===== config.mk =====
export PLATFORM = sky130hd
export DESIGN_NAME = ds3_ovh_err_inj
export DESIGN_NICKNAME = d
export VERILOG_FILES = /design/src/rtl/ds3_inj_pkg.sv /design/src/rtl/ds3_frame_pos.sv /design/src/rtl/ds3_inj_regs.sv /design/src/rtl/ds3_ovh_sel.sv /design/src/rtl/ds3_ovh_err_inj.sv
export SDC_FILE = /design/constraint.sdc
export NUM_CORES = 1
export LEC_CHECK = 0
export BUFFER_PORTS_ARGS = -buffer_cell sky130_fd_sc_hd__buf_2
export CAP_MARGIN = 20
export CORE_MARGIN = 5
export CORE_UTILIZATION = 45
export CTS_BUF_LIST = sky130_fd_sc_hd__clkbuf_8
export DETAILED_ROUTE_END_ITERATION = 10
export SLEW_MARGIN = 20
export SYNTH_ARGS = -nofsm -noshare
export SYNTH_HDL_FRONTEND = slang
export SYNTH_SLANG_ARGS = --single-unit

===== constraint.sdc =====
create_clock -name clk -period 4.35 [get_ports clk]
set_input_delay 0 -clock clk [delete_from_list [all_inputs] [get_ports clk]]
set_output_delay 0 -clock clk [all_outputs]
set_load 0.005 [all_outputs]

===== src/rtl/ds3_inj_pkg.sv =====
package ds3_inj_pkg;

  // F-bits sit on odd block slots within a subframe
  function automatic logic is_f_slot(input int slot);
    return (slot % 2) == 1;
  endfunction

  // transmission-order number of an F-bit within the frame
  function automatic int f_order(input int sf, input int slot, input int f_per_sf);
    return sf * f_per_sf + slot / 2;
  endfunction

  // transmission-order number of an M-bit (0 = first M subframe)
  function automatic int m_order(input int sf, input int sfs, input int nm);
    return sf - (sfs - nm);
  endfunction

  // two P subframes directly precede the M subframes
  function automatic logic is_p_sf(input int sf, input int sfs, input int nm);
    return (sf >= sfs - nm - 2) && (sf < sfs - nm);
  endfunction

endpackage


===== src/rtl/ds3_frame_pos.sv =====
module ds3_frame_pos #(
  parameter int BLK_BITS     = 85,
  parameter int BLKS_PER_SF  = 8,
  parameter int SF_PER_FRAME = 7,
  localparam int OW = $clog2(BLK_BITS),
  localparam int SW = $clog2(BLKS_PER_SF),
  localparam int FW = $clog2(SF_PER_FRAME)
) (
  input  logic          clk,
  input  logic          rst_n,
  input  logic          frame_start_i,
  output logic          cur_valid_o,
  output logic [OW-1:0] cur_offs_o,
  output logic [SW-1:0] cur_slot_o,
  output logic [FW-1:0] cur_sf_o
);

  logic [OW-1:0] prev_offs_q, n_offs;
  logic [SW-1:0] prev_slot_q, n_slot;
  logic [FW-1:0] prev_sf_q, n_sf;
  logic          sync_q;

  always_comb begin
    n_offs = prev_offs_q;
    n_slot = prev_slot_q;
    n_sf   = prev_sf_q;
    if (frame_start_i) begin
      n_offs = '0;
      n_slot = '0;
      n_sf   = '0;
    end else if (prev_offs_q == OW'(BLK_BITS - 1)) begin
      n_offs = '0;
      if (prev_slot_q == SW'(BLKS_PER_SF - 1)) begin
        n_slot = '0;
        n_sf   = (prev_sf_q == FW'(SF_PER_FRAME - 1)) ? '0 : prev_sf_q + 1'b1;
      end else begin
        n_slot = prev_slot_q + 1'b1;
      end
    end else begin
      n_offs = prev_offs_q + 1'b1;
    end
  end

  always_ff @(posedge clk) begin
    if (!rst_n) begin
      prev_offs_q <= '0;
      prev_slot_q <= '0;
      prev_sf_q   <= '0;
      sync_q      <= 1'b0;
    end else begin
      prev_offs_q <= n_offs;
      prev_slot_q <= n_slot;
      prev_sf_q   <= n_sf;
      sync_q      <= sync_q | frame_start_i;
    end
  end

  assign cur_valid_o = sync_q | frame_start_i;
  assign cur_offs_o  = n_offs;
  assign cur_slot_o  = n_slot;
  assign cur_sf_o    = n_sf;

endmodule


===== src/rtl/ds3_inj_regs.sv =====
module ds3_inj_regs #(
  parameter int          N_MBITS    = 3,
  parameter int          N_FBITS    = 28,
  parameter int          AW         = 8,
  parameter int          DW         = 8,
  parameter logic [7:0]  ADDR_MCTL  = 8'h35,
  parameter logic [7:0]  ADDR_FBASE = 8'h36,
  localparam int CTL_BITS = N_MBITS + 1,
  localparam int F_BYTES  = (N_FBITS + DW - 1) / DW,
  localparam int F_PAD    = F_BYTES * DW
) (
  input  logic               clk,
  input  logic               rst_n,
  input  logic               wr_i,
  input  logic [AW-1:0]      addr_i,
  input  logic [DW-1:0]      wdata_i,
  output logic [DW-1:0]      rdata_o,
  input  logic               frame_start_i,
  output logic               act_perr_o,
  output logic [N_MBITS-1:0] act_m_o,
  output logic [N_FBITS-1:0] act_f_o
);

  localparam logic [F_PAD-1:0]    F_VALID   = F_PAD'({N_FBITS{1'b1}});
  localparam logic [DW-1:0]       CTL_VALID = DW'({CTL_BITS{1'b1}});

  logic [CTL_BITS-1:0] sh_ctl_q, act_ctl_q;
  logic [F_PAD-1:0]    sh_f_q;
  logic [N_FBITS-1:0]  act_f_q;

  // shadow registers, host side
  always_ff @(posedge clk) begin
    if (!rst_n) begin
      sh_ctl_q <= '0;
      sh_f_q   <= '0;
    end else if (wr_i) begin
      if (addr_i == AW'(ADDR_MCTL))
        sh_ctl_q <= CTL_BITS'(wdata_i & CTL_VALID);
      for (int j = 0; j < F_BYTES; j++) begin
        if (addr_i == AW'(ADDR_FBASE + j))
          sh_f_q[(F_BYTES-1-j)*DW +: DW] <= wdata_i & F_VALID[(F_BYTES-1-j)*DW +: DW];
      end
    end
  end

  // active set, loaded only at a frame boundary
  always_ff @(posedge clk) begin
    if (!rst_n) begin
      act_ctl_q <= '0;
      act_f_q   <= '0;
    end else if (frame_start_i) begin
      act_ctl_q <= sh_ctl_q;
      act_f_q   <= sh_f_q[N_FBITS-1:0];
    end
  end

  always_comb begin
    rdata_o = '0;
    if (addr_i == AW'(ADDR_MCTL))
      rdata_o = DW'(sh_ctl_q);
    for (int j = 0; j < F_BYTES; j++) begin
      if (addr_i == AW'(ADDR_FBASE + j))
        rdata_o = sh_f_q[(F_BYTES-1-j)*DW +: DW];
    end
  end

  assign act_perr_o = act_ctl_q[N_MBITS];
  assign act_m_o    = act_ctl_q[N_MBITS-1:0];
  assign act_f_o    = act_f_q;

endmodule


===== src/rtl/ds3_ovh_sel.sv =====
module ds3_ovh_sel
  import ds3_inj_pkg::*;
#(
  parameter int BLK_BITS     = 85,
  parameter int BLKS_PER_SF  = 8,
  parameter int SF_PER_FRAME = 7,
  parameter int N_MBITS      = 3,
  parameter int N_FBITS      = 28,
  localparam int OW       = $clog2(BLK_BITS),
  localparam int SW       = $clog2(BLKS_PER_SF),
  localparam int FW       = $clog2(SF_PER_FRAME),
  localparam int F_PER_SF = BLKS_PER_SF / 2
) (
  input  logic               cur_valid_i,
  input  logic [OW-1:0]      cur_offs_i,
  input  logic [SW-1:0]      cur_slot_i,
  input  logic [FW-1:0]      cur_sf_i,
  input  logic               act_perr_i,
  input  logic [N_MBITS-1:0] act_m_i,
  input  logic [N_FBITS-1:0] act_f_i,
  output logic               ovh_o,
  output logic               flip_o
);

  int sfi;
  int sli;
  assign sfi = int'(cur_sf_i);
  assign sli = int'(cur_slot_i);

  assign ovh_o = cur_valid_i && (cur_offs_i == '0);

  always_comb begin
    flip_o = 1'b0;
    if (ovh_o) begin
      if (sli == 0) begin
        if (sfi >= SF_PER_FRAME - N_MBITS) begin
          for (int k = 0; k < N_MBITS; k++) begin
            if (m_order(sfi, SF_PER_FRAME, N_MBITS) == N_MBITS - 1 - k)
              flip_o = act_m_i[k];
          end
        end else if (is_p_sf(sfi, SF_PER_FRAME, N_MBITS)) begin
          flip_o = act_perr_i;
        end
      end else if (is_f_slot(sli)) begin
        for (int k = 0; k < N_FBITS; k++) begin
          if (f_order(sfi, sli, F_PER_SF) == N_FBITS - 1 - k)
            flip_o = act_f_i[k];
        end
      end
    end
  end

endmodule


===== src/rtl/ds3_ovh_err_inj.sv =====
module ds3_ovh_err_inj #(
  parameter int          BLK_BITS     = 85,
  parameter int          BLKS_PER_SF  = 8,
  parameter int          SF_PER_FRAME = 7,
  parameter int          N_MBITS      = 3,
  parameter int          N_FBITS      = 28,
  parameter int          REG_AW       = 8,
  parameter int          REG_DW       = 8,
  parameter logic [7:0]  ADDR_MCTL    = 8'h35,
  parameter logic [7:0]  ADDR_FBASE   = 8'h36
) (
  input  logic              clk,
  input  logic              rst_n,
  input  logic              frame_start_i,
  input  logic              data_i,
  output logic              data_o,
  input  logic              reg_wr_i,
  input  logic [REG_AW-1:0] reg_addr_i,
  input  logic [REG_DW-1:0] reg_wdata_i,
  output logic [REG_DW-1:0] reg_rdata_o
);

  localparam int OW = $clog2(BLK_BITS);
  localparam int SW = $clog2(BLKS_PER_SF);
  localparam int FW = $clog2(SF_PER_FRAME);

  // named internal events, observed by the bound checker
  logic               cur_valid_w;
  logic [OW-1:0]      cur_offs_w;
  logic [SW-1:0]      cur_slot_w;
  logic [FW-1:0]      cur_sf_w;
  logic               act_perr_w;
  logic [N_MBITS-1:0] act_m_w;
  logic [N_FBITS-1:0] act_f_w;
  logic               cur_ovh_w;
  logic               flip_w;
  logic               data_q;

  ds3_frame_pos #(
    .BLK_BITS    (BLK_BITS),
    .BLKS_PER_SF (BLKS_PER_SF),
    .SF_PER_FRAME(SF_PER_FRAME)
  ) u_pos (
    .clk          (clk),
    .rst_n        (rst_n),
    .frame_start_i(frame_start_i),
    .cur_valid_o  (cur_valid_w),
    .cur_offs_o   (cur_offs_w),
    .cur_slot_o   (cur_slot_w),
    .cur_sf_o     (cur_sf_w)
  );

  ds3_inj_regs #(
    .N_MBITS   (N_MBITS),
    .N_FBITS   (N_FBITS),
    .AW        (REG_AW),
    .DW        (REG_DW),
    .ADDR_MCTL (ADDR_MCTL),
    .ADDR_FBASE(ADDR_FBASE)
  ) u_regs (
    .clk          (clk),
    .rst_n        (rst_n),
    .wr_i         (reg_wr_i),
    .addr_i       (reg_addr_i),
    .wdata_i      (reg_wdata_i),
    .rdata_o      (reg_rdata_o),
    .frame_start_i(frame_start_i),
    .act_perr_o   (act_perr_w),
    .act_m_o      (act_m_w),
    .act_f_o      (act_f_w)
  );

  ds3_ovh_sel #(
    .BLK_BITS    (BLK_BITS),
    .BLKS_PER_SF (BLKS_PER_SF),
    .SF_PER_FRAME(SF_PER_FRAME),
    .N_MBITS     (N_MBITS),
    .N_FBITS     (N_FBITS)
  ) u_sel (
    .cur_valid_i(cur_valid_w),
    .cur_offs_i (cur_offs_w),
    .cur_slot_i (cur_slot_w),
    .cur_sf_i   (cur_sf_w),
    .act_perr_i (act_perr_w),
    .act_m_i    (act_m_w),
    .act_f_i    (act_f_w),
    .ovh_o      (cur_ovh_w),
    .flip_o     (flip_w)
  );

  always_ff @(posedge clk) begin
    if (!rst_n) data_q <= 1'b0;
    else        data_q <= data_i ^ flip_w;
  end

  assign data_o = data_q;

endmodule


==> flow_metrics.py <==
metrics = {
    "status": {
        "run_status": "completed",
    },
    "floorplan": {
        "rows": 35,
        "die_w_um": 108,
        "pin_count": 30,
        "fp.dieH_um": 108,
        "start_util_pct": 46.6,
        "core_area_um2": 9330,
        "dieArea_um2": 11700,
    },
    "pwr": {
        "p_leak_nw": 1.68,
        "power_frac_comb_pct": 5.4,
        "internal_power_mw": 1.03,
        "p_seq_share_pct": 52.8,
        "sw_frac_of_total_pct": 25.2,
        "ir_worst_vdd_v": 0.000137,
        "pwr-share-clk_pct": 41.8,
        "power.density_nw_per_um2": 288,
        "switching_power_uw": 347,
    },
    "final_layout": {
        "n_fill_cell": 918,
        "final_common_cell": "dfxtp_1",
        "layout_common_cells": "79 x dfxtp_1, 55 x nand2_1, 43 x nand3_1",
        "final_cells": 671,
        "nets": 562,
        "finish.utilization_pct": 51.2,
        "area_growth_pct": 9.96,
        "num_antenna_cells": 0,
        "drive_above_1_share_pct": 12.5,
        "regArea_um2": 1580,
        "multi_input_area_um2": 2510,
    },
    "clock_network": {
        "root_buffer": "clkbuf_8",
        "postCtsSetupRepairBufs": 0,
        "clockBufferDepth": 2,
        "h-tree-depth": 3,
        "cts_buffers": 9,
        "cts_tree": "done",
        "path_clk_slew_ns": 0.09,
        "clock_latency_ns": 0.36,
        "hold_buffers": 8,
        "cts.repair.resized": 0,
        "cts_sinks": 79,
    },
    "drt": {
        "viasPerCell": 5.75,
        "wl_met1_mm": 5.41,
        "maxUsedRoutingLayer": "met4",
        "drc": 0,
        "first_iter_violations": 280,
        "met3WireLength_um": 692,
        "dr_wl_met2_mm": 5.11,
        "avgRoutedWirePerCell_um": 17.1,
        "drtPass1Iterations": 7,
        "routed_wl_mm": 11.5,
        "vias": 3861,
        "antenna_left": 0,
    },
    "sta": {
        "tns_ns": 0,
        "fin_crit_sh_pct": 81.0,
        "rsz0062_at_grt": "no",
        "setup_viol": 0,
        "min_period_ns": 3.53,
        "worstMarginPinSlew_ns": 0.712,
        "finalHoldViolCount": 0,
        "max_slew_margin_pct": 52.5,
        "max_freq_mhz": 284,
        "fin_skew_ns": 0.00981,
        "slew_violations": 0,
    },
    "worst_setup_path": {
        "critPathKind": "reg -> reg",
        "reg2reg_slack_ns": 0.82,
        "critPathSlowestCell": "dfxtp_1",
        "cp-end-kind": "flop",
        "setup.worst_path.start_class": "flop",
        "cp_cell_sequence": "ha_1 > ha_1 > or3b_2 > nor2_1 > or3_1 > nand2_1 > a21boi_0 > a211o_1 > and4bb_1 > or4_4",
        "crit_top_cell": "ha_1",
        "slowest_delay_ns": 0.51,
        "worst-endpoint-required_ns": 4.59,
        "cp_max_fo": 7,
        "critPathArrivalTime_ns": 3.77,
    },
    "job": {
        "drv_cap": 0,
    },
    "grt": {
        "grt_pass1_wl_mm": 18.5,
        "gr-total-overflow": 0,
        "grt_pass1_vias": 3590,
        "grt_max_degree": 73,
        "antenna_found_initial": 0,
        "track_usage_pct": 20.0,
    },
    "synth": {
        "avgSynthCellArea_um2": 8.36,
        "ys_seq_area_share_pct": 36.4,
        "async_flop_share_pct": 0,
        "ys_types": 68,
        "synth_cells": 520,
        "synth_area_leader_cell": "dfxtp_1",
        "synthesis.area_um2": 4350,
        "synthTopCellsByArea": "dfxtp_1 36%, mux2i_1 6.9%, a21boi_0 6.2%, nor2b_1 5.5%, nand3_1 5.0%",
        "synth-edff-count": 0,
        "synth_seq_cells": 79,
        "yosysWarnings": 0,
        "syn-num-nets": 545,
        "dominantRegCellSynth": "dfxtp_1",
        "synth_top_area_share_pct": 36.4,
    },
    "placed_design": {
        "dp.final_hpwl_mm": 8.05,
        "portBuffers": 29,
        "place.gp.congestion": 0.917,
        "dpl.cell_count": 647,
    },
    "hold_path": {
        "hold_path_class": "in -> reg",
    },
}
-- cells by family (layout without fill, tap and decap cells) --
logic type / count (synthesis) / count (layout) / share of synthesized area [%]
and+or+nand+nor: 216 / 216 / 26.1
AOI/OAI and AO/OA: 128 / 128 / 21.3
DFF: 79 / 79 / 36.4
buffers and inverters: 53 / 75 / 5.99
muxes: 32 / 32 / 7.43
xor gates and xnor gates: 8 / 8 / 1.61
adders and majority gates: 4 / 4 / 1.15
-- critical path: cells and delay by family, from the launching register on --
| kind | cells | cell delay [ns] |
|---|---|---|
| DFF | 1 | 0.51 |
| and+or+nand+nor | 6 | 1.79 |
| AOI/OAI and AO/OA | 2 | 0.68 |
| adders and majority gates | 2 | 0.42 |
-- power by group through the flow --
stage                     combinational (mW)  clock (mW)  sequential (mW)
final                                 0.0744       0.576            0.727
after global routing                  0.0809       0.616            0.727
after CTS                             0.0743       0.584            0.727
after detailed placement              0.0686           0            0.744
after global placement                0.0685           0            0.744
after floorplan                       0.0476           0            0.743
-- routing by layer --
layer  GRT usage, %  up-vias
li1               -     1902
met1           28.4     1792
met2           30.7      150
met3           2.99       17
met4           7.30        0
met5              0        -
-- per-stage QoR --
stage               cell area, um^2  setup WS [ns]  total power [mW]  hold WS [ns]
finish                         4780          0.824              1.38         0.132
global route                   4780          0.591              1.42         0.147
CTS                            4780          0.861              1.39         0.116
detailed placement             4490          0.916             0.813         0.299
global placement               4490          0.981             0.812         0.288
floorplan                      4350           1.21             0.791         0.156
-- cell usage after synthesis (all sizes together), types with 7 or more instances --
library cell and count:
dfxtp 79, nand2 55, nand3 43, nor2b 38, a21boi 36, nor2 32
mux2i 30, clkbuf 22, a21oi 19, inv 16, o21ai 15, buf 14
a22oi 10, a31oi 8, nor4 7
-- worst paths after layout --
| path | startpoint | endpoint | depth (start not counted) |
|---|---|---|---|
| setup / recovery | u_pos.prev_slot_q[1] | data_o | 10 |
| hold / removal | reg_addr_i[3] | u_regs.sh_ctl_q[0] | 5 |
| setup reg to reg | u_pos.prev_slot_q[1] | data_o | 10 |
| hold reg to reg | u_pos.sync_q | u_pos.sync_q | 1 |
-- state kept, by name, summed over array words and instances, names as in the netlist --
| signal | flops |
|---|---|
| data_o | 1 |
| u_pos.prev_offs_q | 7 |
| u_pos.prev_sf_q | 3 |
| u_pos.prev_slot_q | 3 |
| u_pos.sync_q | 1 |
| u_regs.act_ctl_q | 4 |
| u_regs.act_f_o | 28 |
| u_regs.sh_ctl_q | 4 |
| u_regs.sh_f_q | 28 |
-- area by class of cell --
cell class / count / share of cell area [%]
Multi-Input combinational cell: 388 / 52.4
Inverter: 17 / 1.34
Clock buffer: 9 / 2.59
Clock inverter: 7 / 1.65
Timing Repair Buffer: 42 / 5.50
Tap cell: 129 / 3.38
Sequential cell: 79 / 33.1
(Power assumes the default switching activity.)
